--- src/rtl/bseq_pkg.sv ---
package bseq_pkg;

  // Number of address bits that move inside one burst (four beats).
  localparam int unsigned OFS_W = 2;

  typedef enum logic {
    ORD_LINEAR = 1'b0,
    ORD_XOR    = 1'b1
  } order_e;

  typedef enum logic [1:0] {
    CMD_HOLD  = 2'd0,
    CMD_LOAD  = 2'd1,
    CMD_DESEL = 2'd2,
    CMD_STEP  = 2'd3
  } cmd_e;

endpackage

--- src/rtl/bseq_ctrl.sv ---
module bseq_ctrl
  import bseq_pkg::*;
(
  input  logic             clk,
  input  logic             rst,
  input  logic             clk_en,
  input  logic             step,
  input  logic             sel,
  input  logic             wr_dir,
  output cmd_e             cmd,
  output logic [OFS_W-1:0] beat_nxt,
  output logic             act_q,
  output logic             dir_q
);

  logic [OFS_W-1:0] beat_q;

  // Decode of the cycle type; advancing while idle counts as a hold.
  always_comb begin
    if (!clk_en)      cmd = CMD_HOLD;
    else if (!step)   cmd = sel ? CMD_LOAD : CMD_DESEL;
    else if (act_q)   cmd = CMD_STEP;
    else              cmd = CMD_HOLD;
  end

  assign beat_nxt = beat_q + OFS_W'(1);

  always_ff @(posedge clk) begin
    if (rst) begin
      act_q  <= 1'b0;
      dir_q  <= 1'b0;
      beat_q <= '0;
    end else begin
      unique case (cmd)
        CMD_LOAD: begin
          act_q  <= 1'b1;
          dir_q  <= wr_dir;
          beat_q <= '0;
        end
        CMD_DESEL: begin
          act_q  <= 1'b0;
          beat_q <= '0;
        end
        CMD_STEP:  beat_q <= beat_nxt;
        default:   ;
      endcase
    end
  end

endmodule

--- src/rtl/bseq_order.sv ---
module bseq_order
  import bseq_pkg::*;
(
  input  logic [OFS_W-1:0] start,
  input  logic [OFS_W-1:0] beat,
  input  order_e           mode,
  output logic [OFS_W-1:0] ofs
);

  logic [OFS_W-1:0] lin_ofs;
  logic [OFS_W-1:0] xor_ofs;

  // Modulo-four wrap comes from the OFS_W-bit width.
  assign lin_ofs = start + beat;
  assign xor_ofs = start ^ beat;
  assign ofs     = (mode == ORD_XOR) ? xor_ofs : lin_ofs;

endmodule

--- src/rtl/bseq_addr.sv ---
module bseq_addr
  import bseq_pkg::*;
#(
  parameter int unsigned ADDR_W = 16
) (
  input  logic              clk,
  input  logic              rst,
  input  cmd_e              cmd,
  input  logic [ADDR_W-1:0] base_addr,
  input  logic [OFS_W-1:0]  ofs,
  output logic [OFS_W-1:0]  start_q,
  output logic [ADDR_W-1:0] word_q
);

  always_ff @(posedge clk) begin
    if (rst) begin
      word_q  <= '0;
      start_q <= '0;
    end else begin
      unique case (cmd)
        CMD_LOAD: begin
          word_q  <= base_addr;
          start_q <= base_addr[OFS_W-1:0];
        end
        CMD_STEP: word_q[OFS_W-1:0] <= ofs;
        default:  ;
      endcase
    end
  end

endmodule

--- src/rtl/bseq_top.sv ---
module bseq_top
  import bseq_pkg::*;
#(
  parameter int unsigned ADDR_W = 16
) (
  input  logic              clk,
  input  logic              rst,
  input  logic              clk_en,
  input  logic              step,
  input  logic              sel,
  input  logic              wr_dir,
  input  logic              interleave,
  input  logic [ADDR_W-1:0] base_addr,
  output logic [ADDR_W-1:0] word_addr,
  output logic              burst_wr,
  output logic              burst_act
);

  cmd_e             cmd;
  logic [OFS_W-1:0] beat_nxt;
  logic [OFS_W-1:0] start_q;
  logic [OFS_W-1:0] ofs;
  order_e           mode;

  assign mode = interleave ? ORD_XOR : ORD_LINEAR;

  bseq_ctrl u_ctrl (
    .clk      (clk),
    .rst      (rst),
    .clk_en   (clk_en),
    .step     (step),
    .sel      (sel),
    .wr_dir   (wr_dir),
    .cmd      (cmd),
    .beat_nxt (beat_nxt),
    .act_q    (burst_act),
    .dir_q    (burst_wr)
  );

  bseq_order u_order (
    .start (start_q),
    .beat  (beat_nxt),
    .mode  (mode),
    .ofs   (ofs)
  );

  bseq_addr #(.ADDR_W(ADDR_W)) u_addr (
    .clk       (clk),
    .rst       (rst),
    .cmd       (cmd),
    .base_addr (base_addr),
    .ofs       (ofs),
    .start_q   (start_q),
    .word_q    (word_addr)
  );

endmodule

--- config.mk ---
export PLATFORM = sky130hd
export DESIGN_NAME = bseq_top
export DESIGN_NICKNAME = d
export VERILOG_FILES = /design/src/rtl/bseq_pkg.sv /design/src/rtl/bseq_ctrl.sv /design/src/rtl/bseq_order.sv /design/src/rtl/bseq_addr.sv /design/src/rtl/bseq_top.sv
export SDC_FILE = /design/constraint.sdc
export NUM_CORES = 1
export LEC_CHECK = 0
export BUFFER_PORTS_ARGS = -buffer_cell sky130_fd_sc_hd__buf_2
export CAP_MARGIN = 10
export CORE_MARGIN = 1
export CORE_UTILIZATION = 33
export DETAILED_ROUTE_END_ITERATION = 10
export REMOVE_ABC_BUFFERS = 1
export SLEW_MARGIN = 25
export SYNTH_ARGS = -nofsm -noshare
export SYNTH_HDL_FRONTEND = slang
export SYNTH_HIERARCHICAL = 1
export SYNTH_SLANG_ARGS = --single-unit
--- constraint.sdc ---
create_clock -name clk -period 2.7 [get_ports clk]
set_clock_uncertainty 0.2 [all_clocks]
set_input_delay 0.81 -clock clk [delete_from_list [all_inputs] [get_ports clk]]
set_output_delay 0.81 -clock clk [all_outputs]
set_load 0.03 [all_outputs]
* Yosys cells after proc, flatten, opt, wreduce, memory -nomap -nowiden
Index checks and enable logic that the tools add are counted.
** Operators by class
- Muxes and demuxes :: 9
- Bitwise gates (word level) :: 1
- Add/subtract/negate cells :: 2
- Reduce and logical (&&, ||, !) cells :: 4
- Eq/ne operators :: 3
** Operator list (number)
- $mux W2 :: 5
- $pmux W2 S2 :: 2
- $reduce_bool A2 Y1 :: 3
- $eq A2 B2 Y1 const B :: 2
- $add A2 B1 Y2 const B :: 1
- $add A2 B2 Y2 :: 1
- $eq A2 B1 Y1 const B :: 1
- $pmux W1 S2 :: 1
- $reduce_or A2 Y1 :: 1
- $xor A2 B2 Y2 :: 1
- $mux W1 :: 1
** Word-level totals
- Output and inout bits :: 18
- Register bits after elaboration :: 22

* Longest topological paths before layout
Gate-level depths: netlist of the first run.
- Depth in word-level cells :: 6
- Depth in mapped cells :: 8
- Depth with buffers taken out :: 7

* Cells and area by module
The synthesis of the first run kept the hierarchy.
** By module, submodules not included
- bseq_addr :: instances 1, seq. area each 360.3 um^2, cells an instance 80, area each 724.4 um^2
- bseq_ctrl :: instances 1, seq. area each 80.1 um^2, cells an instance 29, area each 251.5 um^2
- bseq_order :: instances 1, seq. area each 0.0 um^2, cells an instance 4, area each 36.3 um^2

* Worst setup path before layout of the first run
No wires, ideal clock.
- Path kind :: in2reg
- Start point :: in step
- End point :: reg u_ctrl.beat_q[1]
- Data required time :: 2.430 ns
- Arrival :: 1.967 ns
- Path buffers :: 0
- Setup time :: 0.070 ns
- Slack :: 0.463 ns
- Cell stages on the path :: 6
- Cells stage by stage :: nand2b_1 > nand2_1 > and2_1 > ha_1 > or4b_1 > a21oi_1
** On the way
- Cells in the longest elaborated chain, start to end :: 5
- Elaborated cells on any way between the ends :: 8
- Those cells by class :: 3 x eq/ne; 3 x mux; 2 x reduce/logical
** RTL lines
- start, declared :: RTL line bseq_top.sv:9 : input logic step,
- $mux W2 * :: RTL line bseq_ctrl.sv:21 : else if (!step) cmd = sel ? CMD_LOAD : CMD_DESEL;
- $mux W2 * :: RTL line bseq_ctrl.sv:20 : if (!clk_en) cmd = CMD_HOLD;
- via cmd[0] :: RTL line bseq_top.sv:19 : cmd_e cmd;
- $eq A2 B2 Y1 or $eq A2 B1 Y1 (tied branches) :: RTL line bseq_ctrl.sv:34 : unique case (cmd)
- $reduce_or A2 Y1 (no line)
- $pmux W2 S2 or $reduce_bool A2 Y1 (tied branches)
- end signal, assigned :: RTL line bseq_ctrl.sv:44 : CMD_STEP: beat_q <= beat_nxt;
- end, declared :: RTL line bseq_ctrl.sv:16 : logic [OFS_W-1:0] beat_q;
The timed path passes the listed nets; every way through them passes the cells marked *.
A chain may end at the register's enable or synchronous reset.

* Worst setup path after layout of the first run
Same ends and word-level chain as after synthesis.

==> qor.txt, run 1 <==
Row Count -> 19
Reg clk slew, reported paths -> 0.13 ns
via count -> 847
gr usage total -> 13.8%
FF+latch count, synth -> 22
unrepaired setup endpoints after global routing -> no
Pint -> 0.472 mW
Die Y -> 57.4 um
Net Switching -> 0.191 mW
cell area after layout -> 1260 um^2
IO Port Bufs -> 40
Period minus WS final -> 2.14 ns
# resized after CTS -> 0
Worst-Margin Slew -> 0.500 ns
R2R depth -> 6
status -> finished, violations left
sequential fraction of the synthesis area -> 43.5%
Peak VDD IR -> 0.271 mV
worst-skew pair later-pin latency -> 0.30 ns
FF-to-FF End -> u_ctrl/beat_q[1]$_SDFFE_PP0P_
Worst setup SP type -> primary input
sequential share of power -> 52.8%
routability congestion estimate -> 0.764
number of flops mapped to enable cells by yosys -> 0
Power Density -> 525 nW/um^2
count of antenna diodes in the layout -> 0
Die ar. -> 3290 um^2
r2r setup slk -> 0.81 ns
Critical Path Sink Type -> flop
fmax -> 467 MHz
final WL -> 2050 um
Leak -> 0.561 nW
Synth Instances -> 113
Ports -> 41
CP startpoint -> step
Initial Utilization -> 35.8%
vias per cell -> 4.58
Post-CTS Setup Inserts -> 0
initial DRC count -> 20
filler cell count -> 295
period utilization -> 79.3%
Critical Path RT -> 2.74 ns
Total Nets Final -> 183
CTS H-tree depth -> 1
core area -> 2830 um^2
first drt pass iteration count -> 7
combinational power share -> 19.9%
worst r2r src -> u_ctrl/act_q$_SDFFE_PP0P_
antenna violations before repair -> 0
CP Capture Point -> u_ctrl/beat_q[1]$_SDFFE_PP0P_
CTS tree -> built
largest net degree at the start of global routing -> 23
fraction of layout cells with a size suffix above 1 -> 44.8%
cts hold-fix bufs -> 0
worst-path fanout max -> 6
setup TNS -> 0 ns
Post-DP HPWL -> 1480 um
wire length per cell -> 11.1 um
DRC errors left -> 3
gr ovfl total -> 0
share of flip-flops with an asynchronous set or reset -> 0%
Util after Layout -> 44.7%
top_reg_cell synth -> dfxtp_1
non-filler cells, final -> 185
Syn. warnings -> 6
vias in the first global route -> 877
Final Slew Violations -> 0
Avg Inst Size Synth -> 8.96 um^2
failing checks -> DRC
Synth Cell Area -> 1010 um^2
net switching fraction of the power -> 28.8%
Hold Crit Class -> flop to flop
chip width -> 57.4 um
Clock Path Buffers -> 2
synth unique cells -> 25
clk root buf -> clkbuf_4
Area after DPL -> 1230 um^2
first-pass GRT wire length -> 3590 um
area growth from synthesis to layout -> 24.8%
Placed Cells -> 181
relative slew slack -> 66.7%
Crit Path Category -> primary input to flop
Worst EP arrival -> 2.19 ns
count of clock tree sinks -> 22
Final Hold Fails -> 0
Max Cap Viol -> 0
Post-DRT Antenna Nets -> 0
Num CTS Buffers -> 3
Clock Power Share -> 27.3%
# setup viols final -> 0
==> state kept, by name (all words and copies together) (netlist names) <==
signal	flops
u_ctrl/beat_q	2
u_addr/word_q	16
u_addr/start_q	2
u_ctrl/dir_q	1
u_ctrl/act_q	1
==> through the flow <==
step                      power (mW)  setup WS (ns)  hold slack [ns]
after detailed placement       0.490          0.250            0.247
after global placement         0.487          0.355            0.241
after floorplan                0.438          0.311            0.235
after global routing           0.701          0.458            0.287
after CTS                      0.673          0.573            0.265
final                          0.663          0.558            0.265
==> how the worst min path moves through the flow <==
| stage | from | to | slack (ns) | cells past startpoint |
|---|---|---|---|---|
| after floorplan | u_addr/start_q[0]$_SDFFE_PP0N_ | u_addr/start_q[0]$_SDFFE_PP0N_ | 0.23 | 2 |
| after global placement | u_addr/word_q[13]$_SDFFE_PP0N_ | u_addr/word_q[13]$_SDFFE_PP0N_ | 0.24 | 2 |
| after detailed placement | u_addr/word_q[13]$_SDFFE_PP0N_ | u_addr/word_q[13]$_SDFFE_PP0N_ | 0.25 | 2 |
| after CTS | u_addr/word_q[13]$_SDFFE_PP0N_ | u_addr/word_q[13]$_SDFFE_PP0N_ | 0.26 | 2 |
| after global routing | u_addr/word_q[11]$_SDFFE_PP0N_ | u_addr/word_q[11]$_SDFFE_PP0N_ | 0.29 | 2 |
| final | u_addr/word_q[13]$_SDFFE_PP0N_ | u_addr/word_q[13]$_SDFFE_PP0N_ | 0.27 | 2 |
==> layout make-up <==
| cell class | count | area (um^2) | area share, % |
|---|---|---|---|
| Multi-Input combinational cell | 83 | 518 | 41.0 |
| Inverter | 2 | 7.51 | 0.594 |
| Tap cell | 31 | 38.8 | 3.07 |
| Clock buffer | 4 | 36.3 | 2.87 |
| Timing Repair Buffer | 43 | 223 | 17.6 |
| Sequential cell | 22 | 440 | 34.9 |
==> cells in the mapped netlist (2+ instances only) <==
master	n	area, um^2
nand2_2	10	62.6
mux2i_1	3	30.0
nor2_1	5	18.8
nand2b_1	3	18.8
dfxtp_1	22	440
buf_6	2	22.5
nor2b_1	2	12.5
a21oi_2	10	87.6
ha_1	5	62.6
a21oi_1	8	40.0
buf_4	2	15.0
nand2_1	25	93.8
a211oi_1	3	22.5
xnor2_1	2	17.5
==> metal layers <==
metal | routed length, um | up-vias | GRT usage, % | share of wire, %
met4 | 0 | 0 | 4.18 | 0
li1 | - | 447 | - | -
met5 | 0 | - | 0 | 0
met3 | 122 | 0 | 2.27 | 5.9
met2 | 990 | 30 | 24.4 | 48
met1 | 939 | 370 | 17.2 | 46
==> power by group through the flow <==
stage | clock (mW) | combinational [mW] | sequential, mW
global placement | 0 | 0.130 | 0.357
detailed placement | 0 | 0.133 | 0.357
CTS | 0.190 | 0.133 | 0.350
floorplan | 0 | 0.0520 | 0.386
global route | 0.203 | 0.146 | 0.353
finish | 0.181 | 0.132 | 0.350
==> layout by cell type, fill, tap and decap left out <==
| cell | n |
|---|---|
| buf_2 | 40 |
| nand2_1 | 25 |
| dfxtp_1 | 22 |
| nand2_2 | 10 |
| a21oi_2 | 10 |
| a21oi_1 | 8 |
| nor2_1 | 5 |
| ha_1 | 5 |
| clkbuf_4 | 3 |
| buf_4 | 3 |
| nand2b_1 | 3 |
| mux2i_1 | 3 |
| a211oi_1 | 3 |
| nor2b_1 | 2 |
| xnor2_1 | 2 |
| clkbuf_8 | 1 |
| nand3_1 | 1 |
| inv_1 | 1 |
| inv_2 | 1 |
| xor2_1 | 1 |
| and2_1 | 1 |
| or4b_1 | 1 |
| and2b_2 | 1 |
| o21ai_0 | 1 |
| nor3b_1 | 1 |
==> worst max-delay path, stage by stage <==
cell and delay [ns]:
buf_2 0.10, nand2b_1 0.12, nand3_1 0.15, inv_1 0.22, ha_1 0.22, or4b_1 0.45, a21oi_1 0.13
==> cell families (layout without fill, tap and decap cells) <==
| kind of cell | count (synthesis) | count (layout) | share of synthesized area (%) |
|---|---|---|---|
| AO/OA/AOI/OAI | 22 | 22 | 15.3 |
| XOR/XNOR | 3 | 3 | 2.60 |
| adder cells (fa/ha/maj) | 5 | 5 | 6.18 |
| buffers and inverters | 8 | 49 | 5.31 |
| flip-flops | 22 | 22 | 43.5 |
| multiplexers | 3 | 3 | 2.97 |
| AND/OR/NAND/NOR | 50 | 50 | 24.1 |
(Power assumes the default switching activity.)
==> run 2, diff against run 1 <==
ABC_AREA = 1   (was not set)
clock period = 2.15 ns   (was 2.7 ns; I/O delays follow)
==> run 2 against run 1 <==
Against the previous run:
- the run still ends with DRC left
- final cell count grew 11%
- die area shrank 1.2%
- global-route usage shrank 1.1 points
- non-clock buffer count shrank 2
- sequential power grew 30%
- area after synthesis shrank 1.2%
- critical path type unchanged
- critical endpoint unchanged
- largest power group unchanged
==> qor.txt, run 2 <==
status -> finished, violations left
failing checks -> DRC
Crit-path slowest cell -> a21oi_2
fraction of layout cells with a size suffix above 1 -> 33.3%
multi-input logic area -> 459 um^2
antenna violations before repair -> 0
r2r setup slk -> 0.51 ns
worst-path fanout max -> 6
period utilization -> 83.0%
DRT met1 WL -> 919 um
top_reg_cell synth -> dfxtp_1
CTS tree -> built
biggest regs -> u_addr/word_q (16), u_addr/start_q (2), u_ctrl/beat_q (2)
commonest cells after routing, fill and taps aside -> buf_2 (40), nor2_1 (33), dfxtp_1 (22)
worst-skew pair later-pin latency -> 0.30 ns
Net Switching -> 0.276 mW
count of clock tree sinks -> 22
cell area after layout -> 1250 um^2
largest net degree at the start of global routing -> 18
Post-DP HPWL -> 1580 um
combinational power share -> 24.1%
Initial Utilization -> 35.6%
Reg clk slew, reported paths -> 0.12 ns
Syn. warnings -> 6
Synth top area share -> 44.1%
Final Hold Fails -> 0
DRC errors left -> 2
most area-consuming cells after synthesis -> dfxtp_1 (44%), nor2_1 (12%), ha_1 (6.3%)
filler cell count -> 302
area growth from synthesis to layout -> 25.3%
Num CTS Buffers -> 3
first-pass GRT wire length -> 3330 um
top-count cell post-synth -> nor2_1
Period minus WS final -> 1.78 ns
area leader, netlist -> dfxtp_1
Largest register FFs -> 16
CP delay by family, top -> compound AO/OA/AOI/OAI gates
FF+latch count, synth -> 22
Pint -> 0.615 mW
relative slew slack -> 72.7%
cts hold-fix bufs -> 0
Worst setup SP type -> primary input
Area after DPL -> 1220 um^2
Worst EP arrival -> 1.83 ns
Biggest register -> u_addr/word_q
Max Cap Viol -> 0
Final Slew Violations -> 0
core area -> 2810 um^2
number of flops mapped to enable cells by yosys -> 0
gr ovfl total -> 0
synth unique cells -> 23
Critical Path RT -> 2.19 ns
# setup viols final -> 0
Clock Power Share -> 24.7%
Total Nets Final -> 203
commonest non-fill, non-tap cell in the layout -> buf_2
Row Count -> 19
fmax -> 561 MHz
Top Metal Used -> met3
gr usage total -> 12.8%
Clock Path Buffers -> 2
net switching fraction of the power -> 31.0%
Critical Path Sink Type -> flop
metal2 WL -> 960 um
# resized after CTS -> 0
routability congestion estimate -> 0.720
Post-DRT Antenna Nets -> 0
commonest cells in the synthesized netlist -> nor2_1 (33), dfxtp_1 (22), inv_1 (15)
Synth Cell Area -> 1000 um^2
CTS H-tree depth -> 1
wire length per cell -> 9.71 um
final WL -> 1990 um
sequential fraction of the synthesis area -> 44.1%
clk root buf -> clkbuf_4
vias per cell -> 4.53
IO Port Bufs -> 40
vias in the first global route -> 853
via count -> 928
Die Y -> 57.0 um
met3 WL post-DR -> 111 um
Worst-Margin Slew -> 0.409 ns
Ports -> 41
Power Density -> 712 nW/um^2
Crit Path Category -> primary input to flop
sequential share of power -> 51.2%
Leak -> 0.631 nW
count of antenna diodes in the layout -> 0
Peak VDD IR -> 0.371 mV
Hold Crit Class -> flop to flop
unrepaired setup endpoints after global routing -> no
Avg Inst Size Synth -> 7.57 um^2
setup TNS -> 0 ns
share of flip-flops with an asynchronous set or reset -> 0%
CP peak stage delay -> 0.24 ns
Post-CTS Setup Inserts -> 0
Synth Instances -> 132
worst path bufs/invs -> 3
Die ar. -> 3250 um^2
Reg area -> 440 um^2
first drt pass iteration count -> 7
chip width -> 57.0 um
critical path cell sequence -> buf_2, inv_1, o21ai_2, a21oi_2, inv_1, ha_1, nor2_2, nand3_2, a21oi_2
initial DRC count -> 20
==> run 2: cell types whose count changed after synthesis, moves of 3 or more <==
cell / before / now
nor2_1: 5 / 33
inv_1: 1 / 15
nand2_1: 25 / 14
nand2_2: 10 / 1
a21oi_2: 10 / 2
o21ai_1: 0 / 8
nand3_1: 1 / 8
a21oi_1: 8 / 2
o21ai_0: 1 / 6
mux2i_1: 3 / 0
nand2b_1: 3 / 0
nor2_2: 0 / 3
==> run 2: worst paths after layout <==
path	startpoint	endpoint	cells after the start
setup / recovery	step	u_ctrl/beat_q[1]$_SDFFE_PP0P_	9
hold / removal	u_addr/start_q[0]$_SDFFE_PP0N_	u_addr/start_q[0]$_SDFFE_PP0N_	2
setup reg to reg	u_ctrl/act_q$_SDFFE_PP0P_	u_ctrl/beat_q[1]$_SDFFE_PP0P_	7
hold reg to reg	u_addr/start_q[0]$_SDFFE_PP0N_	u_addr/start_q[0]$_SDFFE_PP0N_	2
==> run 2: per-layer routing <==
metal / vias up / GRT usage (%)
met1: 402 / 15.9
met3: 0 / 2.04
met2: 27 / 22.5
met5: - / 0
li1: 499 / -
met4: 0 / 4.18
==> run 2: power groups by stage <==
stage | clock network [mW] | logic [mW] | registers [mW]
finish | 0.221 | 0.215 | 0.456
global route | 0.248 | 0.237 | 0.461
CTS | 0.232 | 0.217 | 0.457
detailed placement | 0 | 0.217 | 0.466
global placement | 0 | 0.214 | 0.464
floorplan | 0 | 0.0893 | 0.522
==> run 2: layout make-up <==
cell class / instances / area share, %
well taps: 31 / 3.10
multi-input cells: 89 / 36.7
inverters: 18 / 5.59
flip-flops and latches: 22 / 35.2
clock buffers: 4 / 2.90
repair buffers: 41 / 16.6
==> run 2: through the flow <==
stage               utilization (%)  hold WS (ns)  power (mW)  worst slack, ns  std cells
finish                         44.6         0.284       0.892            0.366        205
global route                   44.6         0.309       0.946            0.299        205
CTS                            44.6         0.292       0.907            0.373        205
detailed placement             43.4         0.266       0.683           0.0445        201
global placement               43.4         0.260       0.678            0.125        201
floorplan                         -         0.239       0.612        -0.000718        129
==> run 2: cells by family (layout without fill, tap and decap cells) <==
kind of cell	after synthesis	after routing	share of synthesized area [%]
simple gates	63	63	27.5
flops	22	22	44.1
compound gates	21	21	12.1
buf+inv	21	63	10.0
fa+ha+maj	5	5	6.26
==> run 2: worst register-to-register path, delay by kind of cell (launching register included) <==
| family | cells | cell delay, ns |
|---|---|---|
| flip-flops | 1 | 0.39 |
| AO/OA/AOI/OAI | 3 | 0.45 |
| AND/OR/NAND/NOR | 2 | 0.22 |
| buffers and inverters | 1 | 0.11 |
| adder cells (fa/ha/maj) | 1 | 0.23 |
==> run 3, diff against run 2 <==
clock period = 1.6 ns   (was 2.15 ns; I/O delays follow)
==> run 3 against run 2 <==
Against the previous run:
- the flow still finishes with violations (DRC)
- final area is 8.9% higher
- worst setup slack worse by 0.32 ns
- global-route usage up 1.5 points
- largest cell class unchanged
- largest power group unchanged
==> qor.txt, run 3 (synthesized netlist as in run 2, its figures left out) <==
status -> finished, violations left
failing checks -> DRC
Clock Path Buffers -> 2
wire length per cell -> 10.7 um
gr usage total -> 14.3%
Die ar. -> 3250 um^2
clk root buf -> clkbuf_4
Crit Path Category -> flop to output port
Post-DRT Antenna Nets -> 0
antenna violations before repair -> 0
CP peak stage delay -> 0.36 ns
Initial Utilization -> 35.6%
area growth from synthesis to layout -> 36.4%
Die Y -> 57.0 um
Largest register FFs -> 16
core area -> 2810 um^2
largest net degree at the start of global routing -> 18
Worst setup SP type -> flop
commonest non-fill, non-tap cell in the layout -> buf_2
fmax -> 644 MHz
IO Port Bufs -> 40
Reg clk slew, reported paths -> 0.13 ns
CTS tree -> built
Num CTS Buffers -> 3
Hold Crit Class -> primary input to flop
cts hold-fix bufs -> 0
first-pass GRT wire length -> 3680 um
Final Slew Violations -> 0
count of antenna diodes in the layout -> 0
CTS H-tree depth -> 1
count of clock tree sinks -> 22
biggest regs -> u_addr/word_q (16), u_addr/start_q (2), u_ctrl/beat_q (2)
Worst-Margin Slew -> 0.441 ns
r2r setup slk -> 0.08 ns
Power Density -> 997 nW/um^2
Period minus WS final -> 1.55 ns
min-delay src -> base_addr[10]
final WL -> 2280 um
instance count on the critical path -> 1
Crit-path slowest cell -> dfxtp_1
initial DRC count -> 29
Final Power -> 1.36 mW
critical path cell sequence -> buf_2
# setup viols final -> 0
relative slew slack -> 70.6%
gr ovfl total -> 0
worst r2r src -> u_ctrl/act_q$_SDFFE_PP0P_
Leak -> 0.678 nW
vias in the first global route -> 891
worst path bufs/invs -> 1
worst-path fanout max -> 2
Biggest register -> u_addr/word_q
Hold Crit Depth -> 3
first drt pass iteration count -> 7
fraction of layout cells with a size suffix above 1 -> 40.1%
worst-skew pair later-pin latency -> 0.30 ns
Total Nets Final -> 211
Critical Path RT -> 0.92 ns
chip width -> 57.0 um
CP delay by family, top -> flip-flops
Row Count -> 19
unrepaired setup endpoints after global routing -> yes
Final Hold Fails -> 0
routability congestion estimate -> 0.734
Worst EP arrival -> 0.87 ns
Critical Path Sink Type -> output port
commonest cells after routing, fill and taps aside -> buf_2 (38), nor2_1 (31), dfxtp_1 (19)
via count -> 968
R2R depth -> 7
DRC errors left -> 2
Util after Layout -> 48.6%
vias per cell -> 4.54
period utilization -> 97.0%
CP startpoint -> u_addr/word_q[13]$_SDFFE_PP0N_
Peak VDD IR -> 0.426 mV
Post-DP HPWL -> 1770 um
Ports -> 41
Max Cap Viol -> 0
run 3: cell count changes in the layout (fill, tap and decap cells not counted), sizes merged:
cell,before,now
buf,41,47
bufinv,0,1
clkbuf,4,5
run 3: worst paths after layout:
| path | endpoint |
|---|---|
| worst max-delay path | word_addr[13] |
| worst min-delay path | u_addr/word_q[10]$_SDFFE_PP0N_ |
| worst max register to register | u_addr/word_q[2]$_SDFFE_PP0N_ |
| worst min register to register | u_addr/start_q[0]$_SDFFE_PP0N_ |
run 3: final cells by class:
class / count / area [um^2]
Clock buffer: 3 / 22.5
Clock inverter: 1 / 30.0
Fill cell: 293 / 1440
Inverter: 18 / 70.1
Multi-Input combinational cell: 89 / 482
Sequential cell: 22 / 444
Tap cell: 31 / 38.8
Timing Repair Buffer: 49 / 277
run 3: timing repair:
item | 4_1_cts | 5_1_grt
cloned | 0 | 0
gates resized for setup | 0 | 12
endpoints found under the setup margin | 1 | 23
pin swaps | 0 | 3
buffers inserted | 0 | 2
run 3: where the power goes:
group	total [mW]	internal (mW)	switching, mW
sequential	0.615	0.591	0.0240
combinational	0.323	0.120	0.203
clock	0.421	0.253	0.168
run 3: through the flow:
stage	cell area (um^2)	instances	setup WS (ns)	hold slack (ns)	TNS, ns
floorplan	970	129	-0.396	0.239	-4.41
global placement	1260	207	-0.210	0.262	-3.66
detailed placement	1260	207	-0.301	0.267	-5.22
CTS	1310	211	-0.00163	0.188	-0.00163
global route	1360	213	-0.00730	0.179	-0.00835
finish	1360	213	0.0482	0.198	0
run 3: worst reg2reg max path, stage by stage, from the launching register on:
cell,delay (ns)
dfxtp_2,0.35
o21ai_2,0.18
a21oi_2,0.07
buf_4,0.15
inv_2,0.09
nand2_8,0.10
o21ai_0,0.25
nor2_2,0.04
run 3: metal layers:
layer / vias up / global-route usage, % / routed length, um
li1: 516 / - / -
met1: 423 / 18.6 / 1060
met2: 29 / 24.0 / 1090
met3: 0 / 2.95 / 136
met4: 0 / 4.18 / 0
met5: - / 0 / 0
